### src/rtl/ninebit_rx_pkg.sv
package ninebit_rx_pkg;

  localparam int BYTE_W  = 8;
  localparam int FRAME_W = BYTE_W + 1;
  localparam int IDX_W   = $clog2(FRAME_W + 1);
  localparam int CTL_W   = 4;

  // control register field positions
  localparam int CTL_MODE_LO = 0;
  localparam int CTL_MODE_HI = 1;   // 1 selects a nine-bit mode
  localparam int CTL_ENABLE  = 2;
  localparam int CTL_FILTER  = 3;

  typedef enum logic [1:0] {
    ST_IDLE,
    ST_START,
    ST_DATA,
    ST_STOP
  } rxState_t;

  typedef struct packed {
    logic             takeSample;  // shift the line into the vote window
    logic             storeBit;    // write the voted bit into the frame slot
    logic [IDX_W-1:0] bitIdx;      // frame slot of the current data bit
    logic             frameEnd;    // stop bit voted, evaluate the frame
  } rxStrobe_t;

endpackage

### src/rtl/ninebit_rx_ctrl.sv
module ninebit_rx_ctrl
  import ninebit_rx_pkg::*;
#(
  parameter int OVS = 16
) (
  input  logic      clk,
  input  logic      rstN,
  input  logic      baudTick,
  input  logic      lineLow,
  input  logic      voteBit,
  input  logic      rxEn,
  input  logic      nineMode,
  output rxStrobe_t strobe
);

  localparam int CNT_W      = $clog2(OVS);
  localparam int MID        = OVS / 2;
  localparam int SAMP_FIRST = MID - 1;
  localparam int SAMP_LAST  = MID + 1;
  localparam int DECIDE     = MID + 2;
  localparam int LAST_TICK  = OVS - 1;

  rxState_t         state;
  logic [CNT_W-1:0] tickCnt;
  logic [IDX_W-1:0] bitIdx;
  logic [IDX_W-1:0] lastIdx;
  logic             inWindow;
  logic             atDecide;
  logic             atLast;

  assign lastIdx  = nineMode ? IDX_W'(FRAME_W - 1) : IDX_W'(BYTE_W - 1);
  assign inWindow = (tickCnt >= CNT_W'(SAMP_FIRST)) && (tickCnt <= CNT_W'(SAMP_LAST));
  assign atDecide = (tickCnt == CNT_W'(DECIDE));
  assign atLast   = (tickCnt == CNT_W'(LAST_TICK));

  always_comb begin
    strobe            = '0;
    strobe.bitIdx     = bitIdx;
    strobe.takeSample = baudTick && (state != ST_IDLE) && inWindow;
    strobe.storeBit   = baudTick && (state == ST_DATA) && atLast;
    strobe.frameEnd   = baudTick && (state == ST_STOP) && atDecide;
  end

  always_ff @(posedge clk or negedge rstN) begin
    if (!rstN) begin
      state   <= ST_IDLE;
      tickCnt <= '0;
      bitIdx  <= '0;
    end else if (baudTick) begin
      case (state)
        ST_IDLE: begin
          if (rxEn && lineLow) begin
            state   <= ST_START;
            tickCnt <= '0;
          end
        end
        ST_START: begin
          if (atDecide && voteBit) begin
            state <= ST_IDLE;
          end else if (atLast) begin
            state   <= ST_DATA;
            tickCnt <= '0;
            bitIdx  <= '0;
          end else begin
            tickCnt <= tickCnt + 1'b1;
          end
        end
        ST_DATA: begin
          if (atLast) begin
            tickCnt <= '0;
            if (bitIdx == lastIdx) begin
              state <= ST_STOP;
            end else begin
              bitIdx <= bitIdx + 1'b1;
            end
          end else begin
            tickCnt <= tickCnt + 1'b1;
          end
        end
        ST_STOP: begin
          if (atDecide) begin
            state <= ST_IDLE;
          end else begin
            tickCnt <= tickCnt + 1'b1;
          end
        end
        default: state <= ST_IDLE;
      endcase
    end
  end

endmodule

### src/rtl/ninebit_rx_dp.sv
module ninebit_rx_dp
  import ninebit_rx_pkg::*;
(
  input  logic              clk,
  input  logic              rstN,
  input  logic              rxLine,
  input  logic              ctlWrite,
  input  logic [CTL_W-1:0]  ctlWdata,
  input  logic              addrWrite,
  input  logic [BYTE_W-1:0] addrWdata,
  input  logic              irqClear,
  input  rxStrobe_t         strobe,
  output logic              lineLow,
  output logic              voteBit,
  output logic              rxEn,
  output logic              nineMode,
  output logic [CTL_W-1:0]  ctlState,
  output logic [BYTE_W-1:0] stationAddr,
  output logic [BYTE_W-1:0] rxData,
  output logic              rxNinth,
  output logic              rxIrq
);

  logic [1:0]         syncQ;
  logic [2:0]         voteQ;
  logic [FRAME_W-1:0] frameQ;
  logic [CTL_W-1:0]   ctlQ;
  logic               filterOn;
  logic               gotNinth;
  logic               addrHit;
  logic               passFilter;
  logic               accept;

  assign lineLow  = !syncQ[1];
  assign voteBit  = (voteQ[0] & voteQ[1]) | (voteQ[1] & voteQ[2]) | (voteQ[0] & voteQ[2]);
  assign ctlState = ctlQ;
  assign rxEn     = ctlQ[CTL_ENABLE];
  assign nineMode = ctlQ[CTL_MODE_HI];
  assign filterOn = ctlQ[CTL_FILTER];

  // eight-bit modes take the stop bit as the ninth bit
  assign gotNinth   = nineMode ? frameQ[BYTE_W] : voteBit;
  assign addrHit    = gotNinth && (frameQ[BYTE_W-1:0] == stationAddr);
  assign passFilter = !(nineMode && filterOn) || addrHit;
  assign accept     = strobe.frameEnd && voteBit && rxEn
                      && (!rxIrq || irqClear) && passFilter;

  always_ff @(posedge clk or negedge rstN) begin
    if (!rstN) begin
      syncQ <= 2'b11;
      voteQ <= 3'b111;
    end else begin
      syncQ <= {syncQ[0], rxLine};
      if (strobe.takeSample) begin
        voteQ <= {voteQ[1:0], syncQ[1]};
      end
    end
  end

  always_ff @(posedge clk or negedge rstN) begin
    if (!rstN) begin
      frameQ <= '0;
    end else if (strobe.storeBit && (strobe.bitIdx < IDX_W'(FRAME_W))) begin
      frameQ[strobe.bitIdx] <= voteBit;
    end
  end

  always_ff @(posedge clk or negedge rstN) begin
    if (!rstN) begin
      ctlQ        <= '0;
      stationAddr <= '0;
    end else begin
      if (ctlWrite) begin
        ctlQ <= ctlWdata;
      end
      if (addrWrite) begin
        stationAddr <= addrWdata;
      end
    end
  end

  always_ff @(posedge clk or negedge rstN) begin
    if (!rstN) begin
      rxData  <= '0;
      rxNinth <= 1'b0;
      rxIrq   <= 1'b0;
    end else if (accept) begin
      rxData  <= frameQ[BYTE_W-1:0];
      rxNinth <= gotNinth;
      rxIrq   <= 1'b1;
    end else if (irqClear) begin
      rxIrq <= 1'b0;
    end
  end

endmodule

### src/rtl/ninebit_addr_rx.sv
module ninebit_addr_rx
  import ninebit_rx_pkg::*;
#(
  parameter int OVS = 16
) (
  input  logic              clk,
  input  logic              rstN,
  input  logic              baudTick,
  input  logic              rxLine,
  input  logic              ctlWrite,
  input  logic [CTL_W-1:0]  ctlWdata,
  input  logic              addrWrite,
  input  logic [BYTE_W-1:0] addrWdata,
  input  logic              irqClear,
  output logic [CTL_W-1:0]  ctlState,
  output logic [BYTE_W-1:0] rxData,
  output logic              rxNinth,
  output logic              rxIrq
);

  rxStrobe_t         strobe;
  logic              lineLow;
  logic              voteBit;
  logic              rxEn;
  logic              nineMode;
  logic [BYTE_W-1:0] stationAddr;

  ninebit_rx_ctrl #(.OVS(OVS)) ctrl (
    .clk      (clk),
    .rstN     (rstN),
    .baudTick (baudTick),
    .lineLow  (lineLow),
    .voteBit  (voteBit),
    .rxEn     (rxEn),
    .nineMode (nineMode),
    .strobe   (strobe)
  );

  ninebit_rx_dp dp (
    .clk         (clk),
    .rstN        (rstN),
    .rxLine      (rxLine),
    .ctlWrite    (ctlWrite),
    .ctlWdata    (ctlWdata),
    .addrWrite   (addrWrite),
    .addrWdata   (addrWdata),
    .irqClear    (irqClear),
    .strobe      (strobe),
    .lineLow     (lineLow),
    .voteBit     (voteBit),
    .rxEn        (rxEn),
    .nineMode    (nineMode),
    .ctlState    (ctlState),
    .stationAddr (stationAddr),
    .rxData      (rxData),
    .rxNinth     (rxNinth),
    .rxIrq       (rxIrq)
  );

endmodule

### config.mk
export PLATFORM = sky130hd
export DESIGN_NAME = ninebit_addr_rx
export DESIGN_NICKNAME = d
export VERILOG_FILES = /design/src/rtl/ninebit_rx_pkg.sv /design/src/rtl/ninebit_rx_ctrl.sv /design/src/rtl/ninebit_rx_dp.sv /design/src/rtl/ninebit_addr_rx.sv
export SDC_FILE = /design/constraint.sdc
export NUM_CORES = 1
export LEC_CHECK = 0
export ABC_AREA = 1
export CAP_MARGIN = 20
export CORE_ASPECT_RATIO = 0.75
export CORE_MARGIN = 3
export CORE_UTILIZATION = 49
export DETAILED_ROUTE_END_ITERATION = 8
export GPL_TIMING_DRIVEN = 0
export PLACE_DENSITY_LB_ADDON = 0.08
export SYNTH_ARGS = -nofsm -noshare
export SYNTH_HDL_FRONTEND = slang
export SYNTH_SLANG_ARGS = --single-unit
### constraint.sdc
create_clock -name clk -period 1.71 [get_ports clk]
set_clock_uncertainty 0.2 [all_clocks]
set_input_delay 0.342 -clock clk [delete_from_list [all_inputs] [get_ports clk]]
set_output_delay 0.342 -clock clk [all_outputs]
set_load 0.01 [all_outputs]
==> impl_metrics.ini <==
[status]
run_status = finished, violations left
failed_checks = negative setup slack

[timing]
final.period_utilization = 1.075
final-setup-viol-count = 30
hold_violations = 0
slew-limit-headroom = 0.6989
fmaxAchievable_ghz = 0.5439
timing_worst_slew_pin_value_ns = 0.4500
post-route-min-period_ns = 1.839
holdWs_ns = 0.1659
finalMaxSlewViolations = 0
grt_setup_unrepaired = yes
final.setup.worst_slack_ns = -0.1285

[global_routing]
first_pass_grt_wire_length_um = 9308
grt_use_total = 0.2085
antenna_found_initial = 0
globalRoute.totalOverflow = 0
first_global_vias = 1925
pin_count_of_the_biggest_net_entering_global_routing = 33

[final_layout]
num_antenna_cells = 0
areaGrowthSynthToFinish_pct = 37.91
fin_util = 0.7224
fraction_of_layout_instances_using_a_drive_strength_above_1 = 0.2983
fin_nets = 383
final.fill_count = 338
layout.cells.non_filler = 409

[yosys]
synth_area_per_cell_um2 = 8.470
syn-cell-area_um2 = 2422
synth_common_cells = 84 x nand2_1, 41 x dfrtp_1, 33 x inv_1
post-synth-top-count-cell = nand2_1
post_synthesis_instance_total = 286
yosys_register_bits = 46
postSynthNetCount = 318
synthDistinctLibCells = 32
yosys.area.top_type = dfrtp_1
cell_types_occupying_the_most_area_after_synthesis = dfrtp_1 42%, nand2_1 13%, ha_1 6.7%
synthesis.yosys.warnings = 0
synth_top_flop_cell = dfrtp_1
ys_async_sr_fraction = 1.000
ys_seq_area_frac = 0.4778
post-synth-top-area-fraction = 0.4236
synth_edf_count = 0

[placement]
detailedPlace.worstSlack_ns = -0.4465
dp_hpwl_um = 3769
placed_cells_incl_taps = 376
gp_congestion = 0.8684
numPortBuffers = 32

[power]
vdd.ir_drop.worst_uv = 1038
netSwitchingFraction = 0.3675
fin_total_pwr_mw = 3.451
sequentialPowerShare = 0.372
internal_power_mw = 2.182
leakage_nw = 1.576
clock_power_share = 0.238
power_per_cell_area_nw_per_um2 = 1033
total_switching_power_mw = 1.268
comb_power_share = 0.390

[worst_setup_path]
worstSetupStartpoint = ctrl.tickCnt[0]
timing.critical_path.required_ns = 1.71
cp-end-kind = flip-flop
launching_element_type_of_the_critical_path = flip-flop
worstRegToRegCells = 13
timing.critical_path.fanout_max = 3
r2r_start = ctrl.tickCnt[0]
data_arrival_time_at_the_worst_slack_endpoint_ns = 1.84
crit_type = flip-flop to flip-flop
setup.reg_to_reg.worst_slack_ns = -0.13

[clock_network]
clock_path_buffers = 2
worst_skew_pair.late_latency_ns = 0.30
clock_tree.root_cell = clkbuf_8
numCtsBuffers = 5
cts.reportedPaths.clkPinSlew_ns = 0.09
ctsHtreeMaxLevel = 2
cts_tree = built
clock_sinks = 46

[floorplan]
effective_utilization_at_floorplan = 0.5238
fp.coreArea_um2 = 4624
fp.dieArea_um2 = 5832
chipWidth_um = 87.19
number_of_placement_rows = 21
ioPinCount = 33
die_height_um = 66.89

[detailed_routing]
wirelength_um = 6168
routed_met1_length_um = 3017
top_layer_used = met4
drcViolationCount = 0
drt_iter0_drc = 121
detail_route.vias_per_cell = 5.191
count_of_nets_left_with_antenna_violations_after_detail_routing = 0
wire_length_on_met2_um = 2759
route.detailed.wl_per_inst_um = 15.08
detailroute.wirelength.met3_um = 330
routed-via-count = 2123
firstDrtPassIters = 4

[job]
max_cap_viol_count = 0

[hold_path]
hold_path.class = flip-flop to flip-flop
-- power by group through the flow --
stage               clock network, mW  registers [mW]  logic (mW)
floorplan                           0            1.29       0.607
global placement                    0            1.31       0.829
detailed placement                  0            1.31       0.852
CTS                             0.840            1.27        1.14
global route                    0.888            1.29        1.46
finish                          0.821            1.28        1.35
-- final cells by class --
cell class                      count  area, um^2  area share
Buffer                              3       18.77    0.005618
Clock buffer                        5       68.82     0.02060
Clock inverter                      3       43.79     0.01311
Inverter                           34       135.1     0.04045
Multi-Input combinational cell    203        1309      0.3918
Sequential cell                    46        1157      0.3464
Tap cell                           57       71.32     0.02135
Timing Repair Buffer               58       536.8      0.1607
-- stage by stage --
stage / setup TNS [ns] / area, um^2
CTS: -1.519 / 3207
detailed placement: -9.882 / 2848
finish: -2.668 / 3341
floorplan: -0.8497 / 2441
global placement: -59.76 / 2833
global route: -4.682 / 3341
-- how the worst min path moves through the flow --
stage | start | end | slack, ns | depth (start not counted)
floorplan | rstN | async pin | -0.15 | 0
global placement | dp.syncQ[0] | dp.syncQ[1] | 0.15 | 0
detailed placement | rstN | dp.rxData[7] | 0.07 | 1
CTS | dp.syncQ[0] | dp.syncQ[1] | 0.17 | 0
global route | dp.syncQ[0] | dp.syncQ[1] | 0.18 | 0
finish | dp.syncQ[0] | dp.syncQ[1] | 0.17 | 0
-- critical path, cell delays in order (launching register included) --
cell	delay, ns
dfrtp_1	0.44
buf_6	0.13
inv_4	0.03
ha_4	0.14
inv_2	0.07
nor2_4	0.04
buf_4	0.13
buf_4	0.12
nand2_1	0.07
nand3_2	0.09
nand3_2	0.10
nor2_1	0.05
nand2_1	0.06
nand2_1	0.05
-- routing by layer --
layer,global-route usage,up-vias
li1,-,1055
met1,0.3111,1001
met2,0.3078,59
met3,0.04326,8
met4,0.04981,0
met5,0,-
-- what timing repair did --
item,CTS,global route
hold buffers,1,0
endpoints found under the setup margin,43,32
resized for setup,51,27
buffers inserted,18,5
cloned,2,0
pin swaps,19,9
hold endpoints to repair,10,0
-- state kept, by name (all words and copies together), names as in the netlist, named ones only --
| name | cells |
|---|---|
| ctrl.bitIdx | 4 |
| ctrl.state | 1 |
| ctrl.tickCnt | 4 |
| dp.ctlState | 4 |
| dp.frameQ | 9 |
| dp.rxData | 8 |
| dp.rxIrq | 1 |
| dp.rxNinth | 1 |
| dp.stationAddr | 8 |
| dp.syncQ | 2 |
| dp.voteQ | 3 |
-- cell families after synthesis --
kind of cell               after synthesis  synth area share
and+or+nand+nor                        141            0.2624
DFF                                     46            0.4778
buffers and inverters                   38           0.06249
AOI/OAI and AO/OA                       36           0.08058
adders and majority gates               13           0.06715
xor gates and xnor gates                 6           0.02170
muxes                                    6           0.02789
-- cell usage in the layout (no fill, tap or decap), types with 2 or more instances in the layout --
| master | instances |
|---|---|
| nand3_2 | 16 |
| nand4_1 | 2 |
| dfstp_2 | 5 |
| buf_6 | 7 |
| xor2_1 | 3 |
| o21ai_0 | 13 |
| inv_4 | 3 |
| dfrtp_1 | 41 |
| xnor2_1 | 3 |
| clkdlybuf4s50_1 | 16 |
| nand3_1 | 12 |
| o31ai_2 | 2 |
| ha_1 | 6 |
| nor2_4 | 2 |
| nor2_1 | 14 |
| mux2_2 | 6 |
| ha_4 | 3 |
| clkbuf_8 | 5 |
| dlygate4sd2_1 | 14 |
| nand2_2 | 11 |
| a21oi_1 | 4 |
| o21ai_1 | 12 |
| inv_2 | 8 |
| nand2_1 | 77 |
| buf_4 | 19 |
| inv_1 | 23 |
| ha_2 | 4 |
No activity file was read; power rests on OpenSTA's default activity.
